--- src/rtl/trace_qual_pkg.sv ---
package trace_qual_pkg;

  localparam logic [1:0] TMODE_ALL = 2'b00;
  localparam logic [1:0] TMODE_EVT = 2'b10;

  // A criterion passes when it is switched off or its comparison hits.
  function automatic logic crit_pass(input logic on, input logic hit);
    return !on || hit;
  endfunction

  // Next ring slot for a ring of any depth.
  function automatic int unsigned ring_next(input int unsigned p, input int unsigned depth);
    return (p + 1 >= depth) ? 0 : p + 1;
  endfunction

  function automatic logic mode_is_all(input logic [1:0] m);
    return m == TMODE_ALL;
  endfunction

  function automatic logic mode_is_evt(input logic [1:0] m);
    return m == TMODE_EVT;
  endfunction

endpackage

--- src/rtl/trace_cmp.sv ---
module trace_cmp #(
  parameter int W = 8
) (
  input  logic [W-1:0] a,
  input  logic [W-1:0] b,
  output logic         hit
);
  assign hit = (a == b);
endmodule

--- src/rtl/trace_match_unit.sv ---
module trace_match_unit
  import trace_qual_pkg::*;
#(
  parameter int ADDR_W  = 32,
  parameter int TYPE_W  = 5,
  parameter int CTX_W   = 8,
  parameter int ID_W    = 6,
  parameter int IFSEL_W = 2
) (
  input  logic               clk,
  input  logic               rst_n,
  input  logic               cfg_enable,
  input  logic               cfg_addr_ignore,
  input  logic               cfg_type_ignore,
  input  logic               cfg_ctx_eq_en,
  input  logic               cfg_ctx_ne_en,
  input  logic               cfg_src_en,
  input  logic               cfg_dst_en,
  input  logic [IFSEL_W-1:0] cfg_if_sel,
  input  logic               txn_valid,
  input  logic [ADDR_W-1:0]  txn_addr,
  input  logic [TYPE_W-1:0]  txn_type,
  input  logic [CTX_W-1:0]   txn_ctx,
  input  logic [ID_W-1:0]    txn_src,
  input  logic [ID_W-1:0]    txn_dst,
  input  logic [ADDR_W-1:0]  cmp_addr,
  input  logic [TYPE_W-1:0]  cmp_type,
  input  logic [CTX_W-1:0]   cmp_ctx,
  input  logic [ID_W-1:0]    cmp_src,
  input  logic [ID_W-1:0]    cmp_dst,
  output logic               ev_hit
);

  logic addr_hit, type_hit, ctx_hit, src_hit, dst_hit;
  logic ctx_conflict, dst_applies, crit_all;

  trace_cmp #(.W(ADDR_W)) u_addr (.a(txn_addr), .b(cmp_addr), .hit(addr_hit));
  trace_cmp #(.W(TYPE_W)) u_type (.a(txn_type), .b(cmp_type), .hit(type_hit));
  trace_cmp #(.W(CTX_W))  u_ctx  (.a(txn_ctx),  .b(cmp_ctx),  .hit(ctx_hit));
  trace_cmp #(.W(ID_W))   u_src  (.a(txn_src),  .b(cmp_src),  .hit(src_hit));
  trace_cmp #(.W(ID_W))   u_dst  (.a(txn_dst),  .b(cmp_dst),  .hit(dst_hit));

  // Both context qualifiers at once is a forbidden setup that suppresses events.
  assign ctx_conflict = cfg_ctx_eq_en && cfg_ctx_ne_en;
  // The target ID comparison counts only when the interface select is zero.
  assign dst_applies  = cfg_dst_en && (cfg_if_sel == '0);

  assign crit_all = crit_pass(!cfg_addr_ignore, addr_hit)
                 && crit_pass(!cfg_type_ignore, type_hit)
                 && crit_pass(cfg_ctx_eq_en,    ctx_hit)
                 && crit_pass(cfg_ctx_ne_en,    !ctx_hit)
                 && crit_pass(cfg_src_en,       src_hit)
                 && crit_pass(dst_applies,      dst_hit);

  assign ev_hit = cfg_enable && txn_valid && !ctx_conflict && crit_all;

  assert_addr_need_R3: assert property (@(posedge clk) disable iff (!rst_n)
    (ev_hit && !cfg_addr_ignore) |-> (txn_addr == cmp_addr));
  assert_type_need_R4: assert property (@(posedge clk) disable iff (!rst_n)
    (ev_hit && !cfg_type_ignore) |-> (txn_type == cmp_type));
  assert_ctx_eq_R5: assert property (@(posedge clk) disable iff (!rst_n)
    (ev_hit && cfg_ctx_eq_en) |-> (txn_ctx == cmp_ctx));
  assert_ctx_conflict_R6: assert property (@(posedge clk) disable iff (!rst_n)
    (cfg_ctx_eq_en && cfg_ctx_ne_en) |-> !ev_hit);
  assert_src_need_R7: assert property (@(posedge clk) disable iff (!rst_n)
    (ev_hit && cfg_src_en) |-> (txn_src == cmp_src));

endmodule

--- src/rtl/trace_record_ctrl.sv ---
module trace_record_ctrl
  import trace_qual_pkg::*;
#(
  parameter int DEPTH = 16,
  localparam int PTR_W = (DEPTH > 1) ? $clog2(DEPTH) : 1
) (
  input  logic             clk,
  input  logic             rst_n,
  input  logic             cfg_enable,
  input  logic             cfg_halt,
  input  logic [1:0]       cfg_mode,
  input  logic             txn_valid,
  input  logic             ev_hit,
  output logic             trace_wr,
  output logic [PTR_W-1:0] trace_ptr,
  output logic             trace_active
);

  logic want_rec;

  always_comb begin
    want_rec = 1'b0;
    if (mode_is_all(cfg_mode))      want_rec = txn_valid;
    else if (mode_is_evt(cfg_mode)) want_rec = ev_hit;
  end

  assign trace_wr = cfg_enable && !cfg_halt && want_rec;

  always_ff @(posedge clk) begin
    if (!rst_n) begin
      trace_ptr    <= '0;
      trace_active <= 1'b0;
    end else begin
      trace_active <= cfg_enable;
      if (trace_wr) trace_ptr <= PTR_W'(ring_next(32'(trace_ptr), DEPTH));
    end
  end

  assert_no_wr_off_R1: assert property (@(posedge clk) disable iff (!rst_n)
    !cfg_enable |-> !trace_wr);
  assert_reserved_R9: assert property (@(posedge clk) disable iff (!rst_n)
    cfg_mode[0] |-> !trace_wr);
  assert_halt_stop_R10: assert property (@(posedge clk) disable iff (!rst_n)
    cfg_halt |-> !trace_wr);
  assert_ptr_wrap_R12: assert property (@(posedge clk) disable iff (!rst_n)
    (trace_wr && trace_ptr == PTR_W'(DEPTH - 1)) |=> (trace_ptr == '0));
  assert_ptr_hold_R12: assert property (@(posedge clk) disable iff (!rst_n)
    !trace_wr |=> $stable(trace_ptr));
  assert_active_on_R13: assert property (@(posedge clk) disable iff (!rst_n)
    cfg_enable |=> trace_active);
  assert_active_off_R13: assert property (@(posedge clk) disable iff (!rst_n)
    !cfg_enable |=> !trace_active);

endmodule

--- src/rtl/trace_qual_top.sv ---
module trace_qual_top #(
  parameter int ADDR_W  = 32,
  parameter int TYPE_W  = 5,
  parameter int CTX_W   = 8,
  parameter int ID_W    = 6,
  parameter int IFSEL_W = 2,
  parameter int DEPTH   = 16,
  localparam int PTR_W  = (DEPTH > 1) ? $clog2(DEPTH) : 1
) (
  input  logic               clk,
  input  logic               rst_n,
  input  logic               cfg_enable,
  input  logic               cfg_addr_ignore,
  input  logic               cfg_type_ignore,
  input  logic               cfg_ctx_eq_en,
  input  logic               cfg_ctx_ne_en,
  input  logic               cfg_src_en,
  input  logic               cfg_dst_en,
  input  logic               cfg_halt,
  input  logic [1:0]         cfg_mode,
  input  logic [IFSEL_W-1:0] cfg_if_sel,
  input  logic               txn_valid,
  input  logic [ADDR_W-1:0]  txn_addr,
  input  logic [TYPE_W-1:0]  txn_type,
  input  logic [CTX_W-1:0]   txn_ctx,
  input  logic [ID_W-1:0]    txn_src,
  input  logic [ID_W-1:0]    txn_dst,
  input  logic [ADDR_W-1:0]  cmp_addr,
  input  logic [TYPE_W-1:0]  cmp_type,
  input  logic [CTX_W-1:0]   cmp_ctx,
  input  logic [ID_W-1:0]    cmp_src,
  input  logic [ID_W-1:0]    cmp_dst,
  output logic               trace_wr,
  output logic [PTR_W-1:0]   trace_ptr,
  output logic               trace_active
);

  logic ev_hit;

  trace_match_unit #(
    .ADDR_W(ADDR_W), .TYPE_W(TYPE_W), .CTX_W(CTX_W), .ID_W(ID_W), .IFSEL_W(IFSEL_W)
  ) u_match (
    .clk(clk), .rst_n(rst_n),
    .cfg_enable(cfg_enable), .cfg_addr_ignore(cfg_addr_ignore),
    .cfg_type_ignore(cfg_type_ignore), .cfg_ctx_eq_en(cfg_ctx_eq_en),
    .cfg_ctx_ne_en(cfg_ctx_ne_en), .cfg_src_en(cfg_src_en),
    .cfg_dst_en(cfg_dst_en), .cfg_if_sel(cfg_if_sel),
    .txn_valid(txn_valid), .txn_addr(txn_addr), .txn_type(txn_type),
    .txn_ctx(txn_ctx), .txn_src(txn_src), .txn_dst(txn_dst),
    .cmp_addr(cmp_addr), .cmp_type(cmp_type), .cmp_ctx(cmp_ctx),
    .cmp_src(cmp_src), .cmp_dst(cmp_dst),
    .ev_hit(ev_hit)
  );

  trace_record_ctrl #(.DEPTH(DEPTH)) u_rec (
    .clk(clk), .rst_n(rst_n),
    .cfg_enable(cfg_enable), .cfg_halt(cfg_halt), .cfg_mode(cfg_mode),
    .txn_valid(txn_valid), .ev_hit(ev_hit),
    .trace_wr(trace_wr), .trace_ptr(trace_ptr), .trace_active(trace_active)
  );

endmodule

--- config.mk ---
export PLATFORM = sky130hd
export DESIGN_NAME = trace_qual_top
export DESIGN_NICKNAME = d
export VERILOG_FILES = /design/src/rtl/trace_qual_pkg.sv /design/src/rtl/trace_cmp.sv /design/src/rtl/trace_match_unit.sv /design/src/rtl/trace_record_ctrl.sv /design/src/rtl/trace_qual_top.sv
export SDC_FILE = /design/constraint.sdc
export NUM_CORES = 1
export LEC_CHECK = 0
export BUFFER_PORTS_ARGS = -buffer_cell sky130_fd_sc_hd__clkbuf_2
export CAP_MARGIN = 25
export CORE_MARGIN = 10
export CORE_UTILIZATION = 25
export CTS_BUF_LIST = sky130_fd_sc_hd__clkbuf_8
export DETAILED_ROUTE_END_ITERATION = 10
export PLACE_DENSITY = 0.66
export RECOVER_POWER = 50
export SYNTH_ARGS = -nofsm -noshare
export SYNTH_HDL_FRONTEND = slang
export SYNTH_SLANG_ARGS = --single-unit
--- constraint.sdc ---
create_clock -name clk -period 4.9 [get_ports clk]
set_clock_uncertainty 0.15 [all_clocks]
set_input_delay 1.47 -clock clk [delete_from_list [all_inputs] [get_ports clk]]
set_output_delay 1.47 -clock clk [all_outputs]
set_load 0.03 [all_outputs]
==> impl_metrics.yaml, run 1 <==
clock_network:
  cts_tree: "built"
  cts_inserted_buffers: 3
  cts.sinks: 5
  postCtsHoldBufs: 0
  insertion_delay_ns: 0.22
  clockBufferDepth: 2
  clockRootBuffer: "clkbuf_8"
  htreeDepth: 1
  cts.clk_slew.worst_paths_ns: 0.04
  cts_resized: 0
  cts_setup_buffers: 0
yosys:
  yosysTopAreaCellShare: 0.294
  mappedNetlistArea_um2: 922
  postSynthNetCount: 242
  avgSynthCellArea_um2: 8.23
  synth_area_leaders: "xnor2_1 (29%), xor2_1 (25%), dfxtp_1 (11%)"
  yosysUniqueCellTypes: 25
  yosysSeqAreaShare: 0.109
  synth-seq-cells: 5
  synthesis.yosys.warnings: 0
  syn_inst: 112
  yosys.area.top_type: "xnor2_1"
die:
  start_util: 0.256
  die_h_um: 80.7
  die_area_um2: 6520
  ios: 135
  die_w_um: 80.7
  rows: 22
  core_um2: 3610
placed_design:
  dp.cells: 295
  port-buffer-count: 134
  globalplace.congestion: 0.917
  hpwl_um: 4020
layout:
  syn_to_final_growth_pct: 84.3
  final_common_cell: "clkbuf_2"
  final_cell_mix: "clkbuf_2 (129), xnor2_1 (31), xor2_1 (26)"
  fillers: 399
  fin_nets: 382
  final_cells: 299
  drive_gt1_frac: 0.534
  antenna_cells: 0
route:
  met3_length_um: 642
  routed_wl_um: 4170
  met1_length_um: 1450
  remaining_drc_errors: 0
  vias: 1313
  postRouteAntennaNets: 0
  met2_length_um: 2040
  drt_iter0_drc: 5
  wl_per_cell_um: 14.0
  viasPerCell: 4.39
  drt_pass1_iterations: 4
  routed.top_layer: "met4"
global_routing:
  overflow: 0
  grt_pass1_wl_um: 6490
  antenna_found_initial: 0
  grt_max_degree: 9
  grt_usage: 0.121
  first_global_vias: 1493
sta:
  period_minus_slack_ns: 4.54
  finalHoldViolCount: 0
  worst_pin_slew_ns: 0.379
  maxSlewViolCount: 0
  tns_ns: 0
  rsz0062_at_grt: "no"
  slew_headroom: 0.748
  setup_viol: 0
  fin_crit_sh: 0.927
  fmax_mhz: 220
critical_path:
  cp_max_fo: 4
  endpoint_kind: "primary output"
  critPathKind: "in -> out"
  arrival_ns: 2.92
  cp-start-kind: "input port"
  cp.required_ns: 3.28
min_path:
  hp-class: "reg -> reg"
run:
  drv_cap: 0
run_status:
  status: "completed"
power:
  powerDensity_nw_per_um2: 134
  p_leak_nw: 0.877
  ir_drop_mv: 0.0603
-- logic make-up after synthesis --
group / count (synthesis) / share of synthesized area
multiplexers: 4 / 0.0434
XOR/XNOR: 57 / 0.541
AO/OA/AOI/OAI: 8 / 0.0665
AND/OR/NAND/NOR: 37 / 0.227
flip-flops: 5 / 0.109
adder cells (fa/ha/maj): 1 / 0.0136
-- power by group --
| group | leakage [nW] | internal, mW | switching (mW) |
|---|---|---|---|
| Sequential | 0.0406 | 0.0416 | 0.000395 |
| Clock | 0.0269 | 0.0539 | 0.0221 |
| Combinational | 0.809 | 0.0672 | 0.0433 |
| Total | 0.877 | 0.163 | 0.0657 |
-- registers in the layout (all words and copies together) (netlist names) --
register	cells
u_rec.trace_ptr	4
u_rec.trace_active	1
-- worst max-delay path, stage by stage --
cell and delay (ns):
clkbuf_2 0.09, xnor2_1 0.15, nand4_1 0.10, o31a_1 0.31, nor4_2 0.24, a31oi_1 0.17, nor2_1 0.16, clkbuf_2 0.23
-- through the flow --
step / utilization / hold WS, ns / cell area (um2) / worst slack (ns) / total power [mW]
final: 0.471 / 0.345 / 1700 / 0.358 / 0.228
after global routing: 0.471 / 0.378 / 1700 / 0.201 / 0.247
after CTS: 0.473 / 0.354 / 1710 / 0.329 / 0.232
after detailed placement: 0.460 / 0.355 / 1660 / 0.331 / 0.155
after global placement: 0.460 / 0.334 / 1660 / 0.358 / 0.153
after floorplan: - / 0.452 / 922 / 0.359 / 0.0889
-- layer usage --
layer	up-vias	global-route usage
met1	549	0.114
met5	-	0
met2	91	0.226
li1	669	-
met3	4	0.0607
met4	0	0.0381
-- synthesized netlist by cell type --
| cell type | instances |
|---|---|
| a41o_1 | 1 |
| nor2b_1 | 2 |
| a41oi_1 | 1 |
| nand3_1 | 2 |
| xor2_1 | 26 |
| nor4_2 | 1 |
| dfxtp_1 | 5 |
| nand2_1 | 7 |
| nor3b_1 | 1 |
| o31a_1 | 1 |
| xnor2_1 | 31 |
| a21boi_1 | 1 |
| nand4_1 | 8 |
| mux2i_1 | 4 |
| nor4_1 | 6 |
| a21oi_1 | 1 |
| ha_1 | 1 |
| a31oi_1 | 1 |
| nand2b_1 | 2 |
| nor2_1 | 5 |
| and2_1 | 1 |
| a21boi_0 | 1 |
| nand3b_1 | 1 |
| or4_1 | 1 |
| o31ai_1 | 1 |
-- layout make-up --
| type | instances | area, um2 | share of cell area |
|---|---|---|---|
| Clock inverter | 1 | 3.75 | 0.00221 |
| Clock buffer | 3 | 41.3 | 0.0243 |
| Tap cell | 48 | 60.1 | 0.0353 |
| Sequential cell | 5 | 100 | 0.0589 |
| Multi-Input combinational cell | 107 | 822 | 0.484 |
| Timing Repair Buffer | 135 | 672 | 0.395 |
-- path summary, 6_finish.rpt --
kind | start | end | slack, ns | cells past startpoint
setup / recovery | cmp_src[5] | trace_wr | 0.36 | 8
hold / removal | u_rec.trace_ptr[1] | u_rec.trace_ptr[1] | 0.35 | 2
setup reg to reg | u_rec.trace_ptr[0] | u_rec.trace_ptr[3] | 3.61 | 4
hold reg to reg | u_rec.trace_ptr[1] | u_rec.trace_ptr[1] | 0.35 | 2
No activity file was read; power rests on OpenSTA's default activity.
==> run 2: changes to the inputs <==
PLACE_DENSITY = 0.65   (was 0.66)
SYNTH_HIERARCHICAL = 1   (was default)
==> run 2 against run 1 <==
Critical path depth is 2 higher. Sequential share of layout area shrank 0.090 points. Final cell count did not move. Maximum frequency shrank 2.4%. Via count grew 1.4%. Largest cell class unchanged. First-iteration DRC count grew to 4.8 times the previous value. Design area is 1.5% higher. Die area increased by 0.30%. Non-clock buffer count unchanged. Synthesized cell count is 0.89% higher. Worst hold slack better by 0.018 ns.
==> impl_metrics.yaml, run 2 <==
clock_network:
  clockBufferDepth: 2
  htreeDepth: 1
  postCtsHoldBufs: 0
  cts.sinks: 5
  cts.clk_slew.worst_paths_ns: 0.03
  cts_setup_buffers: 0
  cts_resized: 0
  cts_inserted_buffers: 3
  cts_tree: "built"
  insertion_delay_ns: 0.22
  clockRootBuffer: "clkbuf_8"
die:
  ios: 135
  rows: 22
  start_util: 0.255
  core_um2: 3630
  die_h_um: 80.9
  die_area_um2: 6540
  die_w_um: 80.9
sta:
  setup_viol: 0
  period_minus_slack_ns: 4.65
  fin_ws_ns: 0.246
  tns_ns: 0
  holdWs_ns: 0.363
  fin_crit_sh: 0.950
  finalHoldViolCount: 0
  worst_pin_slew_ns: 0.569
  fmax_mhz: 215
  slew_headroom: 0.616
  rsz0062_at_grt: "no"
  maxSlewViolCount: 0
layout:
  fillers: 409
  top_register: "u_rec/trace_ptr"
  final_common_cell: "clkbuf_2"
  largest_register_ffs: 4
  final_cell_mix: "clkbuf_2 (128), xor2_1 (38), xnor2_1 (19)"
  top_regs: "u_rec/trace_ptr x4, u_rec/trace_active x1"
  drive_gt1_frac: 0.566
  syn_to_final_growth_pct: 86.4
  antenna_cells: 0
  fin_nets: 382
min_path:
  holdPathStages: 2
  hp-class: "reg -> reg"
  hold_start: "u_rec/trace_ptr[1]"
  min_to: "u_rec/trace_ptr[1]"
run_status:
  status: "completed"
power:
  p_sw_frac: 0.290
  pwr-share-clk: 0.326
  switching_power_mw: 0.0656
  p_int_mw: 0.160
  pwr-share-comb: 0.489
  pwr-share-seq: 0.185
  powerDensity_nw_per_um2: 131
  ir_drop_mv: 0.0629
  p_leak_nw: 0.894
yosys:
  syn_inst: 113
  synthesis.yosys.warnings: 6
  postSynthNetCount: 243
  synth_edf_count: 0
  synth-seq-cells: 5
  synth_commonest_cells: "xor2_1 (38), xnor2_1 (19), nor4_1 (8), nand4_1 (6), dfxtp_1 (5)"
  async_reset_ff_frac: 0
  synth_area_leaders: "xor2_1 (36%), xnor2_1 (18%), dfxtp_1 (11%)"
  mappedNetlistArea_um2: 926
  yosysUniqueCellTypes: 27
  avgSynthCellArea_um2: 8.19
  synthMostInstantiatedCell: "xor2_1"
  yosys.area.top_type: "xor2_1"
  yosysTopAreaCellShare: 0.359
  synthFlopType: "dfxtp_1"
  yosysSeqAreaShare: 0.108
global_routing:
  antenna_found_initial: 0
  grt_pass1_wl_um: 6140
  grt_max_degree: 9
  grt_usage: 0.116
  overflow: 0
  first_global_vias: 1434
placed_design:
  hpwl_um: 3950
  port-buffer-count: 134
  globalplace.congestion: 0.814
  place_ws_ns: 0.121
critical_path:
  reg2reg_setup_slack_ns: 3.39
  arrival_ns: 3.03
  endpoint_kind: "primary output"
  cp_max_fo: 2
  r2r-start: "u_rec/trace_ptr[0]"
  r2r_cells: 4
  timing.rr.end: "u_rec/trace_ptr[2]"
  critPathKind: "in -> out"
  cp-start-kind: "input port"
  cp.required_ns: 3.28
route:
  drt_iter0_drc: 24
  drt_pass1_iterations: 4
  postRouteAntennaNets: 0
  routed_wl_um: 4050
  vias: 1332
  remaining_drc_errors: 0
  viasPerCell: 4.45
  wl_per_cell_um: 13.6
run:
  drv_cap: 0
run 2: cell count changes after synthesis, sizes merged, moves of 4 or more:
cell	delta
inv	+4
xnor2	-12
xor2	+12
nor3	+5
nand2	-5
run 2: worst max path at each step:
stage	from	endpoint	slack, ns	depth (start not counted)
floorplan	cmp_addr[31]	trace_wr	0.30	8
global placement	cmp_addr[23]	trace_wr	0.15	10
detailed placement	cmp_addr[23]	trace_wr	0.12	10
CTS	cmp_addr[23]	trace_wr	0.11	10
global route	cmp_addr[24]	trace_wr	0.001	10
finish	cmp_addr[23]	trace_wr	0.25	10
run 2: through the flow:
stage	instances	utilization	area (um2)	total power, mW
finish	299	0.475	1730	0.226
global placement	295	0.457	1660	0.150
global route	299	0.475	1730	0.244
CTS	299	0.469	1700	0.227
floorplan	113	-	926	0.0867
detailed placement	295	0.457	1660	0.152
run 2: cell families (layout without fill, tap and decap cells):
family / count (synthesis) / after routing / share of synthesized area
AOI/OAI and AO/OA: 11 / 11 / 0.0770
DFF: 5 / 5 / 0.108
buffers and inverters: 5 / 143 / 0.0216
adders and majority gates: 1 / 1 / 0.0135
muxes: 2 / 2 / 0.0216
xor gates and xnor gates: 57 / 57 / 0.539
and+or+nand+nor: 32 / 32 / 0.219
run 2: routing by layer:
layer / vias up / GRT usage / wire length (um)
met5: - / 0 / 0
met4: 0 / 0.0311 / 53
met3: 6 / 0.0673 / 658
met2: 91 / 0.209 / 1980
met1: 562 / 0.111 / 1370
li1: 673 / - / -
run 2: cell type report:
type                            count  area [um2]  share of cell area
Sequential cell                     5         100              0.0580
Clock buffer                        3        41.3              0.0239
Multi-Input combinational cell    103         831               0.482
Tap cell                           48        60.1              0.0348
Timing Repair Buffer              135         674               0.391
Clock inverter                      1        3.75             0.00218
Inverter                            4        15.0             0.00870
run 2: power by group through the flow:
stage | clock network [mW] | logic (mW) | registers [mW]
floorplan | 0 | 0.0430 | 0.0438
detailed placement | 0 | 0.109 | 0.0425
global route | 0.0788 | 0.124 | 0.0419
CTS | 0.0753 | 0.110 | 0.0419
global placement | 0 | 0.107 | 0.0425
finish | 0.0736 | 0.110 | 0.0419
run 2: worst max-delay path, stage by stage:
cell and delay (ns):
clkbuf_2 0.09, xor2_1 0.16, nor4_2 0.28, nand4_1 0.15, nor2_1 0.15, o211ai_1 0.11
nor3_1 0.17, mux2i_1 0.12, nor2_1 0.13, clkbuf_4 0.21
